File: config.mk
export PLATFORM = sky130hd
export DESIGN_NAME = decpred_top
export DESIGN_NICKNAME = d
export VERILOG_FILES = /design/src/rtl/decpred_pkg.sv /design/src/rtl/decpred_cmp.sv /design/src/rtl/decpred_ctrl.sv /design/src/rtl/decpred_dp.sv /design/src/rtl/decpred_top.sv
export SDC_FILE = /design/constraint.sdc
export NUM_CORES = 1
export LEC_CHECK = 0
export BUFFER_PORTS_ARGS = -buffer_cell sky130_fd_sc_hd__clkbuf_2
export CORE_MARGIN = 2
export CORE_UTILIZATION = 40
export DETAILED_ROUTE_END_ITERATION = 7
export GPL_ROUTABILITY_DRIVEN = 1
export GPL_TIMING_DRIVEN = 0
export PLACE_DENSITY_LB_ADDON = 0.08
export SLEW_MARGIN = 20
export SYNTH_ARGS = -nofsm -noshare
export SYNTH_HDL_FRONTEND = slang
export SYNTH_SLANG_ARGS = --single-unit
File: constraint.sdc
create_clock -name clk -period 7.5 [get_ports clk]
set_input_delay 1.125 -clock clk [delete_from_list [all_inputs] [get_ports clk]]
set_output_delay 1.125 -clock clk [all_outputs]
set_load 0.1 [all_outputs]
File: src/rtl/decpred_pkg.sv
package decpred_pkg;
  typedef struct packed {
    logic load;
    logic step;
    logic last;
  } ctrl_strobe_t;
endpackage

File: src/rtl/decpred_cmp.sv
module decpred_cmp (
  input  logic [63:0] lhs,
  input  logic [63:0] rhs,
  input  logic        wide,
  input  logic        orEqual,
  output logic        holds
);
  logic signed [63:0] lhsS;
  logic signed [63:0] rhsS;

  always_comb begin
    if (wide) begin
      lhsS = $signed(lhs);
      rhsS = $signed(rhs);
    end else begin
      lhsS = $signed({{32{lhs[31]}}, lhs[31:0]});
      rhsS = $signed({{32{rhs[31]}}, rhs[31:0]});
    end
    holds = (lhsS > rhsS) || (orEqual && (lhsS == rhsS));
  end
endmodule

File: src/rtl/decpred_ctrl.sv
module decpred_ctrl
  import decpred_pkg::*;
#(
  parameter int PRED_BITS = 32,
  localparam int IDX_W = $clog2(PRED_BITS)
) (
  input  logic             clk,
  input  logic             rstN,
  input  logic             startIn,
  input  logic [1:0]       sizeCode,
  output ctrl_strobe_t     stb,
  output logic [IDX_W-1:0] elemIdx,
  output logic             running,
  output logic             doneOut
);
  logic [IDX_W-1:0] topIdx;

  assign topIdx = IDX_W'((PRED_BITS >> sizeCode) - 1);

  always_comb begin
    stb.load = startIn && !running;
    stb.step = running;
    stb.last = running && (elemIdx == '0);
  end

  always_ff @(posedge clk or negedge rstN) begin
    if (!rstN) begin
      running <= 1'b0;
      elemIdx <= '0;
      doneOut <= 1'b0;
    end else begin
      doneOut <= stb.last;
      if (stb.load) begin
        running <= 1'b1;
        elemIdx <= topIdx;
      end else if (running) begin
        if (elemIdx == '0) running <= 1'b0;
        else elemIdx <= elemIdx - 1'b1;
      end
    end
  end
endmodule

File: src/rtl/decpred_dp.sv
module decpred_dp
  import decpred_pkg::*;
#(
  parameter int PRED_BITS = 32,
  localparam int IDX_W = $clog2(PRED_BITS)
) (
  input  logic                 clk,
  input  logic                 rstN,
  input  ctrl_strobe_t         stb,
  input  logic [IDX_W-1:0]     elemIdx,
  input  logic [63:0]          opA,
  input  logic [63:0]          opB,
  input  logic                 wideSel,
  input  logic [1:0]           sizeCode,
  input  logic                 geMode,
  output logic [PRED_BITS-1:0] maskReg,
  output logic                 flagN,
  output logic                 flagZ,
  output logic                 flagC
);
  logic [63:0]          runA;
  logic [63:0]          thrB;
  logic                 wideL;
  logic                 geL;
  logic [1:0]           sizeL;
  logic                 chain;
  logic                 cmpHolds;
  logic                 chainNext;
  logic [IDX_W-1:0]     bitPos;
  logic [IDX_W-1:0]     topPos;
  logic [PRED_BITS-1:0] maskNext;
  logic [63:0]          runDec;

  decpred_cmp u_cmp (
    .lhs    (runA),
    .rhs    (thrB),
    .wide   (wideL),
    .orEqual(geL),
    .holds  (cmpHolds)
  );

  always_comb begin
    chainNext = chain && cmpHolds;
    bitPos    = IDX_W'(elemIdx << sizeL);
    topPos    = IDX_W'(PRED_BITS - (1 << sizeL));
    maskNext  = maskReg;
    maskNext[bitPos] = chainNext;
    if (wideL) runDec = runA - 64'd1;
    else       runDec = {32'd0, runA[31:0] - 32'd1};
  end

  always_ff @(posedge clk or negedge rstN) begin
    if (!rstN) begin
      runA    <= '0;
      thrB    <= '0;
      wideL   <= 1'b0;
      geL     <= 1'b0;
      sizeL   <= '0;
      chain   <= 1'b0;
      maskReg <= '0;
      flagN   <= 1'b0;
      flagZ   <= 1'b0;
      flagC   <= 1'b0;
    end else if (stb.load) begin
      runA    <= opA;
      thrB    <= opB;
      wideL   <= wideSel;
      geL     <= geMode;
      sizeL   <= sizeCode;
      chain   <= 1'b1;
      maskReg <= '0;
    end else if (stb.step) begin
      runA    <= runDec;
      chain   <= chainNext;
      maskReg <= maskNext;
      if (stb.last) begin
        flagN <= maskNext[0];
        flagZ <= ~|maskNext;
        flagC <= ~maskNext[topPos];
      end
    end
  end
endmodule

File: src/rtl/decpred_top.sv
module decpred_top
  import decpred_pkg::*;
#(
  parameter int VEC_BITS = 256,
  localparam int PRED_BITS = VEC_BITS / 8,
  localparam int IDX_W = $clog2(PRED_BITS)
) (
  input  logic                 clk,
  input  logic                 rstN,
  input  logic                 startIn,
  input  logic [63:0]          opA,
  input  logic [63:0]          opB,
  input  logic                 wideSel,
  input  logic [1:0]           sizeCode,
  input  logic                 geMode,
  output logic [PRED_BITS-1:0] predOut,
  output logic                 flagN,
  output logic                 flagZ,
  output logic                 flagC,
  output logic                 flagV,
  output logic                 doneOut
);
  ctrl_strobe_t     stb;
  logic [IDX_W-1:0] elemIdx;
  logic             running;

  decpred_ctrl #(.PRED_BITS(PRED_BITS)) u_ctrl (
    .clk     (clk),
    .rstN    (rstN),
    .startIn (startIn),
    .sizeCode(sizeCode),
    .stb     (stb),
    .elemIdx (elemIdx),
    .running (running),
    .doneOut (doneOut)
  );

  decpred_dp #(.PRED_BITS(PRED_BITS)) u_dp (
    .clk     (clk),
    .rstN    (rstN),
    .stb     (stb),
    .elemIdx (elemIdx),
    .opA     (opA),
    .opB     (opB),
    .wideSel (wideSel),
    .sizeCode(sizeCode),
    .geMode  (geMode),
    .maskReg (predOut),
    .flagN   (flagN),
    .flagZ   (flagZ),
    .flagC   (flagC)
  );

  assign flagV = 1'b0;
endmodule

# Yosys cells after proc, flatten, opt, wreduce, memory -nomap -nowiden
# Cells that the tools add are included.
# totals
reg_bits,175
in_bits,135
output_inout_bits,37
# op_classes
n_addsub,5
magnitude_cmp,4
n_eq_ne,2
n_shift,3
mux,20
n_bitwise,2
reduce_logical,13
# op_table
operator,n
2-to-1 mux 64 bit,5
equality test 64 bit,1
greater-than comparator 64 bit,1
2-to-1 mux 32 bit,2
subtractor 64 x 1 -> 64 bit (second input constant),1
bitwise mux 32 bit,1
OR reduction 32 bit,1
subtractor 32 x 1 -> 32 bit (second input constant),1
2-to-1 mux 5 bit,3
less-than comparator 5 x 6 -> 1 bit (second input constant),2
2-to-1 mux 1 bit,7
>> shifter 6 x 2 -> 5 bit (first input constant),1
binary-select mux 1 bit (select 5 bit),1
demux 1 bit (select 5 bit),1
>= comparator 5 x 1 -> 1 bit (second input constant),1
logical AND 1 bit,5
zero test 5 bit,1
left shift 1 x 2 -> 5 bit (first input constant),1
left shift 5 x 2 -> 5 bit,1
subtractor 1 x 5 -> 5 bit (first input constant),1
subtractor 5 x 1 -> 5 bit (second input constant),1
subtractor 5 x 2 -> 5 bit (second input constant),1
AND reduction 3 bit,1
zero test 1 bit,2
other kinds (5),6

# Depth between registers and ports, before layout
# Gate-level depths: netlist of run 1.
# logic_depth
ltp_word,9
mapped_depth,17
ltp_nobuf,14

# Cells and area by module
# From an unflattened synthesis of run 1, not the netlist that was laid out.
# hier_totals
hier_cells,1306
area_unflattened_um2,11385.9
# by_module_without_submodules
module,n_inst,cells_per_inst,area_per_inst_um2,seq_area_each_um2
decpred_dp,1,954,8966.1,4204.0
decpred_cmp,1,314,2018.2,0.0
decpred_ctrl,1,36,390.4,175.2
decpred_top,1,2,11.3,0.0

# Least setup slack after synthesis of run 1
# OpenSTA, ideal clock, no wires.
# synth_timing
kind,flip-flop to flip-flop
startpoint,register u_dp.wideL
endpoint,register u_dp.flagC
setup_ns,0.088
arrival_ns,3.578
required_ns,7.412
path_slack_ns,3.834
stages_incl_launch_ff,17
n_path_buf,4
synth_period_minus_slack_ns,3.666
cell_sequence,dfrtp_1 clkbuf_1 clkbuf_1 a21oi_1 ha_1 a211oi_1 nor2_1 o311a_1 a211o_1 a211oi_1 a211oi_1 and3b_1 clkbuf_1 clkbuf_1 o211ai_1 a21o_1 a41oi_1
# synth_between
elab_chain_len,9
elab_cells_between_ends,11
classes_between,order compare (1); eq/ne (1); mux (5); bitwise (1); reduce/logical (3)
# synth_rtl
item,line,rtl
"start, declared",decpred_dp.sv:23,logic wideL;
"start signal, assigned",decpred_dp.sv:67,wideL <= wideSel;
"parallel branches: the longest is 3 deep, another holds greater-than comparator 64 bit",--,
logical OR 1 bit *,decpred_cmp.sv:19,holds = (lhsS > rhsS) || (orEqual && (lhsS == rhsS));
logical AND 1 bit *,decpred_dp.sv:43,chainNext = chain && cmpHolds;
bitwise mux 32 bit *,decpred_dp.sv:47,maskNext[bitPos] = chainNext;
binary-select mux 1 bit (select 5 bit) *,decpred_dp.sv:79,flagC <= ~maskNext[topPos];
2-to-1 mux 1 bit (implied by the code) *,decpred_dp.sv:79,
inverter 1 bit *,decpred_dp.sv:79,
"end signal, assigned",decpred_dp.sv:79,
"end, declared",decpred_dp.sv:19,output logic flagC
# Mark *: on every way between the ends. The select of a mux whose other input is x is not followed.
# A chain may end at the register's enable or synchronous reset.

# Worst setup path in the final report of run 1
# Same ends and word-level chain as after synthesis.

==> flow_summary.json, run 1 <==
{
  "min_from": "u_dp.thrB[60]",
  "die_height_um": 172,
  "ys_warn_count": 0,
  "grt_max_degree": 86,
  "min_path_type": "reg2reg",
  "crit_slowest_cell": "nor4_1",
  "crit_path_start_kind": "flop",
  "drc": 0,
  "critical-path-top-cell-by-count": "clkbuf_1",
  "portBuffers": 170,
  "wirelength_um": 36300,
  "cts_buffer_depth": 2,
  "rsz0062_at_grt": "false",
  "synth_top_area_cell": "dfrtp_1",
  "grt_overflow": 0,
  "final_common_cell": "nand2_1",
  "cts_buffers": 17,
  "endpoint_kind": "flop",
  "critPathMaxStageDelay_ps": 570,
  "final_cell_mix": "nand2_1, dfrtp_1, clkbuf_2, o21ai_0, a21oi_1",
  "post_cts_buffers": 0,
  "hold_end": "u_dp.thrB[60]",
  "nets": 1758,
  "dp_hpwl_um": 27500,
  "synth_top_family_by_area": "simple AND/OR/NAND/NOR gates",
  "areaGrowthSynthToFinish_pct": 17.5,
  "yosys.area_share.adder_pct": 7.53,
  "drv_slew": 0,
  "grt_pass1_wl_um": 56100,
  "crit_buf_inv": 4,
  "fmax_mhz": 190,
  "hold_buffers": 0,
  "finClkSkew_ps": 12.5,
  "core_area_um2": 27800,
  "ant_nets": 0,
  "netlist.area_leader.share_pct": 38.8,
  "totalPowerFinal_mw": 5.91,
  "status": "complete, no violations",
  "first_pass_iters": 5,
  "max-vdd-ir-drop_mv": 0.235,
  "reg2reg_depth": 16,
  "drt_iter0_markers": 835,
  "htree_num_levels": 4,
  "die_area_um2": 29600,
  "synth_compound_area_share_pct": 21.2,
  "min_period_ps": 5270,
  "vias": 10700,
  "r2r-end": "u_dp.flagC",
  "cts_resized": 0,
  "synth_edf_count": 0,
  "min_path_cells": 2,
  "max_cap_viol_count": 0,
  "die_x_um": 172,
  "synthesis.nets": 1567,
  "rrSetupSlack_ps": 2230,
  "drive_gt1_share_pct": 14.5,
  "tightest_slew_ps": 1040,
  "grt.total_usage_pct": 24.7,
  "crit_arrival_ps": 5630,
  "critPathMaxFanout": 10,
  "synthXorXnorAreaFrac_pct": 2.71,
  "antenna-diode-count": 0,
  "ios": 172,
  "synthCells": 1364,
  "initial_core_util_pct": 40.7,
  "cts_sinks": 175,
  "gp_congestion": 0.892,
  "crit_type": "reg2reg",
  "num_rows": 61,
  "synth-simple-area-share_pct": 22.0,
  "clk_pin_slew_ps": 70,
  "synthFlopType": "dfrtp_1",
  "maxSlewHeadroom_pct": 30.1,
  "via_per_inst": 5.52,
  "netlist-cell-type-count": 73,
  "crit_path_cell_trace": "clkbuf_1, clkbuf_1, a21oi_1, ha_1, nand4_1, nor4_1, and4bb_2, o211a_1, a211oi_1, nand4b_1, and3b_1, clkbuf_1, clkbuf_1, o211ai_1, a21o_1, a41oi_1",
  "leakagePower_nw": 6.42,
  "antenna_found_initial": 2,
  "required_ps": 7860,
  "synth_area_leaders": "dfrtp_1, nand2_1, ha_1, o21ai_0, a21oi_1",
  "clockRootBuffer": "clkbuf_16",
  "cts_tree": "built",
  "power_density_nw_per_um2": 446,
  "async_reset_ff_share_pct": 100,
  "grt_pass1_vias": 10200,
  "yosysSeqAreaShare_pct": 38.8,
  "wl_per_cell_um": 18.6,
  "synth_mux_area_share_pct": 3.11,
  "path_delay_family": "buffers and inverters",
  "tns_ps": 0,
  "final-setup-viol-count": 0,
  "clock_latency_ps": 450,
  "ys_seq_elements": 175,
  "synth.avg_cell_area_um2": 8.28,
  "hold_viol": 0,
  "rr_startpoint": "u_dp.wideL",
  "synth_area_um2": 11300,
  "fin_crit_sh_pct": 70.2
}
[metal layers]
metal	up-vias	GRT usage, %	share of wire (%)
li1	5257	-	-
met2	312	39.1	46
met1	5135	34.8	47
met3	42	4.58	5.9
met4	2	6.61	1.6
met5	-	0	0.041
[cells by family after synthesis]
logic type	Yosys count
multiplexers	35
buffers and inverters	139
other	1
adder cells (fa/ha/maj)	68
flip-flops	175
AO/OA/AOI/OAI	380
XOR/XNOR	35
AND/OR/NAND/NOR	531
[power breakdown]
group	internal (mW)	total (mW)	leakage, nW	switching, mW
Combinational	1.07	3.28	3.90	2.21
Sequential	1.32	1.70	2.24	0.381
Clock	0.499	0.927	0.278	0.428
Total	2.90	5.91	6.42	3.02
[state kept, by name (all words and copies together), names as in the netlist]
signal	cells
u_dp.flagN	1
u_dp.flagZ	1
u_ctrl.elemIdx	5
u_ctrl.running	1
u_dp.chain	1
u_dp.maskReg	32
u_dp.wideL	1
u_dp.thrB	64
u_dp.sizeL	2
u_dp.runA	64
u_dp.flagC	1
u_dp.geL	1
u_ctrl.doneOut	1
[stage by stage]
step                      worst slack, ps  cells  util, %  cell area (um^2)  hold WS [ps]
after detailed placement             2220   1914     45.7             12700           467
after floorplan                      3830   1364        -             11300           446
final                                2230   1946     47.8             13300           483
after global routing                 1930   1946     47.8             13300           501
after global placement               1780   1912     45.4             12600           463
after CTS                            2150   1946     47.8             13300           487
[cell type report]
class                           count  area (um^2)
Multi-Input combinational cell   1050         6390
Timing Repair Buffer              172          915
Tap cell                          378          473
Fill cell                        2890        14500
Buffer                             85          323
Inverter                           54          203
Clock inverter                     13          154
Sequential cell                   175         4380
Clock buffer                       19          433
[worst min-delay path: cells and delay by family (launching register included)]
kind	cells	cell delay (ps)
flip-flops	1	350
AND/OR/NAND/NOR	2	100
[cells in the mapped netlist (all sizes together), types with 9 or more instances]
cell type,n
xor2,19
nor2,51
nand2b,10
clkbuf,78
inv,53
o31ai,16
or3,11
nor2b,16
a221o,10
nor4,21
nand4,18
ha,68
a21o,10
a21oi,91
nand2,321
dfrtp,175
nor3,25
mux2i,34
o21ai,133
o22ai,12
a22o,28
xnor2,16
a211oi,14
o211ai,9
nand3,18
[worst max-delay path by stage]
stage | from | to | slack [ps] | cells past startpoint
2_1_floorplan | u_dp.wideL | u_dp.flagC | 3830 | 16
3_3_place_gp | rstN | u_dp.thrB[23] | 1780 | 1
3_5_place_dp | u_dp.wideL | u_dp.flagC | 2220 | 16
4_1_cts | u_dp.wideL | u_dp.flagC | 2150 | 16
5_1_grt | u_dp.wideL | u_dp.flagC | 1930 | 17
6_report | u_dp.wideL | u_dp.flagC | 2230 | 16
Power figures use the tool's default switching activity.
==> inputs of run 2 (changes only) <==
==> constraint.sdc (replaced) <==
create_clock -name clk -period 4.92 [get_ports clk]
set_input_delay 0.738 -clock clk [delete_from_list [all_inputs] [get_ports clk]]
set_output_delay 0.738 -clock clk [all_outputs]
set_load 0.1 [all_outputs]
==> run 2 against run 1 <==
Against the previous run: sequential power is 53% higher; clock skew is 1.0 ps higher; non-clock buffer count stayed put; sequential share of layout area is 0.071 points lower; worst setup slack worse by 2000 ps; cell count hardly changed; highest routed layer unchanged; via count hardly changed; routed wire length hardly changed; critical path type unchanged; clock power is 52% higher; core utilization is 0.10 points higher; largest power group unchanged; flip-flop and latch count stayed put; die area stayed put.
==> flow_summary.json, run 2 (synthesis results as in run 1) <==
{
  "drv_slew": 0,
  "seqPwrFrac_pct": 28.7,
  "die_x_um": 172,
  "first_pass_iters": 5,
  "crit_path_cell_trace": "clkbuf_2, clkbuf_1, a21oi_1, ha_1, a211oi_1, nor2_1, o311a_1, a211o_1, a211oi_1, a211oi_1, and3b_1, clkbuf_1, clkbuf_2, o211ai_1, a21o_1, a41oi_1",
  "drt_iter0_markers": 920,
  "setup_ws_ps": 248,
  "r2r-end": "u_dp.flagC",
  "initial_core_util_pct": 40.7,
  "nFillCells": 2886,
  "fmax_mhz": 214,
  "clockRootBuffer": "clkbuf_16",
  "p_sw_share_pct": 51.1,
  "comb_power_share_pct": 55.7,
  "rr_startpoint": "u_dp.wideL",
  "cts_buffers": 17,
  "max-vdd-ir-drop_mv": 0.358,
  "num_rows": 61,
  "seqCellArea_um2": 4380,
  "post_cts_buffers": 0,
  "vias": 10700,
  "die_height_um": 172,
  "required_ps": 5280,
  "final_cells": 1947,
  "ios": 172,
  "drive_gt1_share_pct": 15.1,
  "reg_top3": "u_dp.runA (64), u_dp.thrB (64), u_dp.maskReg (32)",
  "final-setup-viol-count": 0,
  "crit_start": "u_dp.wideL",
  "crit_end": "u_dp.flagC",
  "multi_input_area_um2": 6410,
  "crit_slowest_cell": "dfrtp_1",
  "critical-path-top-cell-by-count": "a211oi_1",
  "cts_sinks": 175,
  "leakagePower_nw": 6.45,
  "endpoint_kind": "flop",
  "fin_crit_sh_pct": 94.9,
  "whs_ps": 121,
  "grt_max_degree": 86,
  "crit_buf_inv": 4,
  "grt_pass1_wl_um": 56100,
  "switchingPower_mw": 4.62,
  "antenna_found_initial": 2,
  "hold_viol": 0,
  "die_area_um2": 29600,
  "wirelength_um": 36200,
  "portBuffers": 170,
  "clk_pin_slew_ps": 70,
  "grt_overflow": 0,
  "reg2reg_depth": 16,
  "drc": 0,
  "min_period_ps": 4670,
  "place_inst": 1914,
  "fin_area_um2": 13300,
  "finClkSkew_ps": 13.5,
  "ant_nets": 0,
  "path_delay_family": "compound AO/OA/AOI/OAI gates",
  "pwr-share-clk_pct": 15.6,
  "min_path_type": "in2async",
  "rsz0062_at_grt": "false",
  "htree_num_levels": 4,
  "rrSetupSlack_ps": 250,
  "status": "complete, no violations",
  "final_cell_mix": "nand2_1, clkbuf_2, dfrtp_1, o21ai_0, a21oi_1",
  "areaGrowthSynthToFinish_pct": 17.7,
  "gp_congestion": 0.892,
  "crit_type": "reg2reg",
  "critPathMaxFanout": 10,
  "maxSlewHeadroom_pct": 28.8,
  "post-place-ws_ps": -362,
  "crit_path_start_kind": "flop",
  "hold_buffers": 0,
  "dpl_cell_area_um2": 12700,
  "critPathMaxStageDelay_ps": 520,
  "core_area_um2": 27800,
  "final_common_cell": "nand2_1",
  "max_cap_viol_count": 0,
  "totalPowerFinal_mw": 9.04,
  "grt_pass1_vias": 10200,
  "dp_hpwl_um": 27500,
  "clock_latency_ps": 450,
  "tightest_slew_ps": 1060,
  "critical_path_cell_count": 16,
  "wl_per_cell_um": 18.6,
  "cts_buffer_depth": 2,
  "final_util_pct": 47.9,
  "internal_power_mw": 4.42,
  "power_density_nw_per_um2": 680,
  "nets": 1758,
  "grt.total_usage_pct": 24.7,
  "tns_ps": 0,
  "via_per_inst": 5.52,
  "cts_tree": "built",
  "crit_arrival_ps": 5030
}
run 2: changes by cell type in the layout (fill, tap and decap cells not counted), sizes merged:
cell    previous run  this run
diode              0         1
buf                9        10
clkbuf           267       266
run 2: worst min path at each step:
stage                  start  slack [ps]  depth (start not counted)               end
2_1_floorplan           rstN         440                          0    u_ctrl.doneOut
3_3_place_gp   u_dp.thrB[32]         460                          2     u_dp.thrB[32]
3_5_place_dp   u_dp.thrB[53]         470                          2     u_dp.thrB[53]
4_1_cts                 rstN         110                          1  u_dp.maskReg[13]
5_1_grt                 rstN         110                          1  u_dp.maskReg[13]
6_report                rstN         120                          1  u_dp.maskReg[13]
run 2: routing by layer:
| metal | track usage, % | vias up | wire (um) |
|---|---|---|---|
| li1 | - | 5260 | - |
| met1 | 34.8 | 5138 | 16800 |
| met2 | 39.1 | 306 | 16600 |
| met3 | 4.58 | 39 | 2230 |
| met4 | 6.58 | 2 | 575 |
| met5 | 0 | - | 15 |
run 2: power by group through the flow:
stage	Sequential [mW]	Clock, mW	Combinational (mW)
3_3_place_gp	2.61	0	4.89
2_1_floorplan	3.14	0	3.07
3_5_place_dp	2.61	0	4.97
4_1_cts	2.59	1.44	5.01
5_1_grt	2.67	1.49	5.63
6_report	2.60	1.41	5.03
run 2: what timing repair did:
| item | in CTS | in global routing |
|---|---|---|
| cloned | 0 | 0 |
| endpoints found under the setup margin | 24 | 24 |
| hold endpoints to repair | 0 | 0 |
| resized for setup | 4 | 11 |
run 2: area by class of cell:
cell class	instances	area share [%]
Inverter	54	1.52
Buffer	85	2.49
Antenna cell	1	0.0188
Timing Repair Buffer	172	6.88
Tap cell	378	3.56
Clock buffer	19	3.26
Sequential cell	175	32.9
Clock inverter	13	1.16
Multi-Input combinational cell	1050	48.2
==> inputs of run 3 (changes only) <==
--- a/config.mk
+++ b/config.mk
@@ -10,7 +10,6 @@
 export CORE_UTILIZATION = 40
 export DETAILED_ROUTE_END_ITERATION = 7
 export GPL_ROUTABILITY_DRIVEN = 1
-export GPL_TIMING_DRIVEN = 0
 export PLACE_DENSITY_LB_ADDON = 0.08
 export SLEW_MARGIN = 20
 export SYNTH_ARGS = -nofsm -noshare
==> run 3 against run 2 <==
Against the previous run: worst setup slack improved by 390 ps; largest power group unchanged; combinational power down 5.6%; non-clock buffer count decreased by 71; critical endpoint unchanged; final area fell by 1.8%.
==> flow_summary.json, run 3 (synthesis results as in run 1) <==
{
  "vias": 10400,
  "hold_buffers": 0,
  "required_ps": 5270,
  "max_cap_viol_count": 0,
  "cts_buffers": 17,
  "reg2reg_depth": 15,
  "dp_hpwl_um": 23800,
  "fin_crit_sh_pct": 87.0,
  "rsz0062_at_grt": "false",
  "cts_sinks": 175,
  "min_period_ps": 4280,
  "first_pass_iters": 5,
  "via_per_inst": 5.56,
  "die_height_um": 172,
  "cts_resized": 0,
  "grt_pass1_wl_um": 53500,
  "final_cell_mix": "nand2_1, dfrtp_1, clkbuf_2, o21ai_0, a21oi_1",
  "wl_per_cell_um": 17.6,
  "areaGrowthSynthToFinish_pct": 15.6,
  "htree_num_levels": 4,
  "tns_ps": 0,
  "post-place-ws_ps": 627,
  "hold_viol": 0,
  "critPathMaxFanout": 32,
  "ios": 172,
  "route.met3.wl_um": 1760,
  "wl_met2_um": 15100,
  "crit_arrival_ps": 4630,
  "final_common_cell": "nand2_1",
  "wirelength_um": 33100,
  "grt_pass1_vias": 9980,
  "fmax_mhz": 234,
  "grt.total_usage_pct": 22.9,
  "reg_top3": "u_dp.runA (64), u_dp.thrB (64), u_dp.maskReg (32)",
  "initial_core_util_pct": 40.7,
  "gp_congestion": 0.892,
  "finClkSkew_ps": 19.0,
  "crit_type": "reg2reg",
  "drive_gt1_share_pct": 16.5,
  "top_layer": "met5",
  "clock_latency_ps": 440,
  "cts_buffer_depth": 2,
  "num_rows": 61,
  "rrSetupSlack_ps": 640,
  "power_density_nw_per_um2": 679,
  "crit_start": "u_dp.wideL",
  "r2r-end": "u_dp.flagC",
  "die_area_um2": 29600,
  "antenna_found_initial": 4,
  "die_x_um": 172,
  "clk_pin_slew_ps": 80,
  "drv_slew": 0,
  "core_area_um2": 27800,
  "drc": 0,
  "max-vdd-ir-drop_mv": 0.273,
  "rr_startpoint": "u_dp.wideL",
  "min_path_type": "in2async",
  "final-setup-viol-count": 0,
  "post_cts_buffers": 0,
  "leakagePower_nw": 6.39,
  "ant_nets": 0,
  "tightest_slew_ps": 1020,
  "drt_iter0_markers": 781,
  "met1_length_um": 15600,
  "maxSlewHeadroom_pct": 32.2,
  "grt_overflow": 0,
  "crit_path_start_kind": "flop",
  "endpoint_kind": "flop",
  "grt_max_degree": 101,
  "status": "complete, no violations",
  "setup_ws_ps": 639,
  "cts_tree": "built",
  "portBuffers": 170,
  "crit_end": "u_dp.flagC",
  "nets": 1687,
  "clockRootBuffer": "clkbuf_16"
}
-- run 3: cell types whose count changed in the layout (fill, tap and decap cells not counted), moves of 2 or more --
cell,before,now
clkbuf_1,72,0
buf_4,1,15
buf_1,7,0
clkbuf_2,176,169
inv_8,2,7
buf_16,2,0
clkinvlp_4,3,1
dfrtp_1,175,173
-- run 3: final cells by class --
cell class / count / area [um^2]
inverters: 54 / 203
multi-input cells: 1050 / 6410
flip-flops and latches: 175 / 4380
repair buffers: 186 / 990
diodes: 2 / 5.00
clock buffers: 18 / 439
fillers: 2798 / 14700
clock inverters: 14 / 160
well taps: 378 / 473
-- run 3: through the flow --
step | cell area [um^2] | util [%] | hold slack, ps | power [mW] | std cells
4_1_cts | 13100 | 47.0 | 343 | 8.92 | 1875
2_1_floorplan | 11300 | - | 442 | 6.21 | 1364
5_1_grt | 13100 | 47.0 | 372 | 9.66 | 1875
3_3_place_gp | 12500 | 44.8 | 463 | 7.36 | 1843
3_5_place_dp | 12500 | 44.8 | 467 | 7.45 | 1843
6_report | 13100 | 47.0 | 328 | 8.87 | 1877
-- run 3: worst max-delay path, stage by stage, from the launching register on --
cell and delay (ps):
dfrtp_2 620, nand2b_1 160, buf_4 300, nand2_1 90
ha_1 320, a211oi_1 230, nor2_1 70, o311a_1 340
a211o_1 270, a211oi_1 380, a211oi_1 160, and3b_1 460
buf_4 300, o211ai_1 130, a21o_1 200, a41oi_1 140
-- run 3: power breakdown --
part	switching (mW)	internal (mW)
Combinational	3.15	1.60
Clock	0.677	0.744
Sequential	0.682	2.02
Total	4.51	4.36
-- run 3: worst min-delay path by stage --
stage	startpoint	endpoint	slack (ps)	cells after the start
floorplan	rstN	u_ctrl.doneOut	440	0
global placement	u_dp.thrB[42]	u_dp.thrB[42]	460	2
detailed placement	u_dp.thrB[42]	u_dp.thrB[42]	470	2
CTS	rstN	u_dp.maskReg[1]	340	1
global route	rstN	u_dp.maskReg[1]	370	1
finish	rstN	u_dp.maskReg[1]	330	1
-- run 3: routing by layer --
metal | global-route usage, % | vias up
met5 | 0 | -
met4 | 6.54 | 4
met3 | 4.01 | 39
met2 | 36.4 | 289
met1 | 32.1 | 4989
li1 | - | 5113
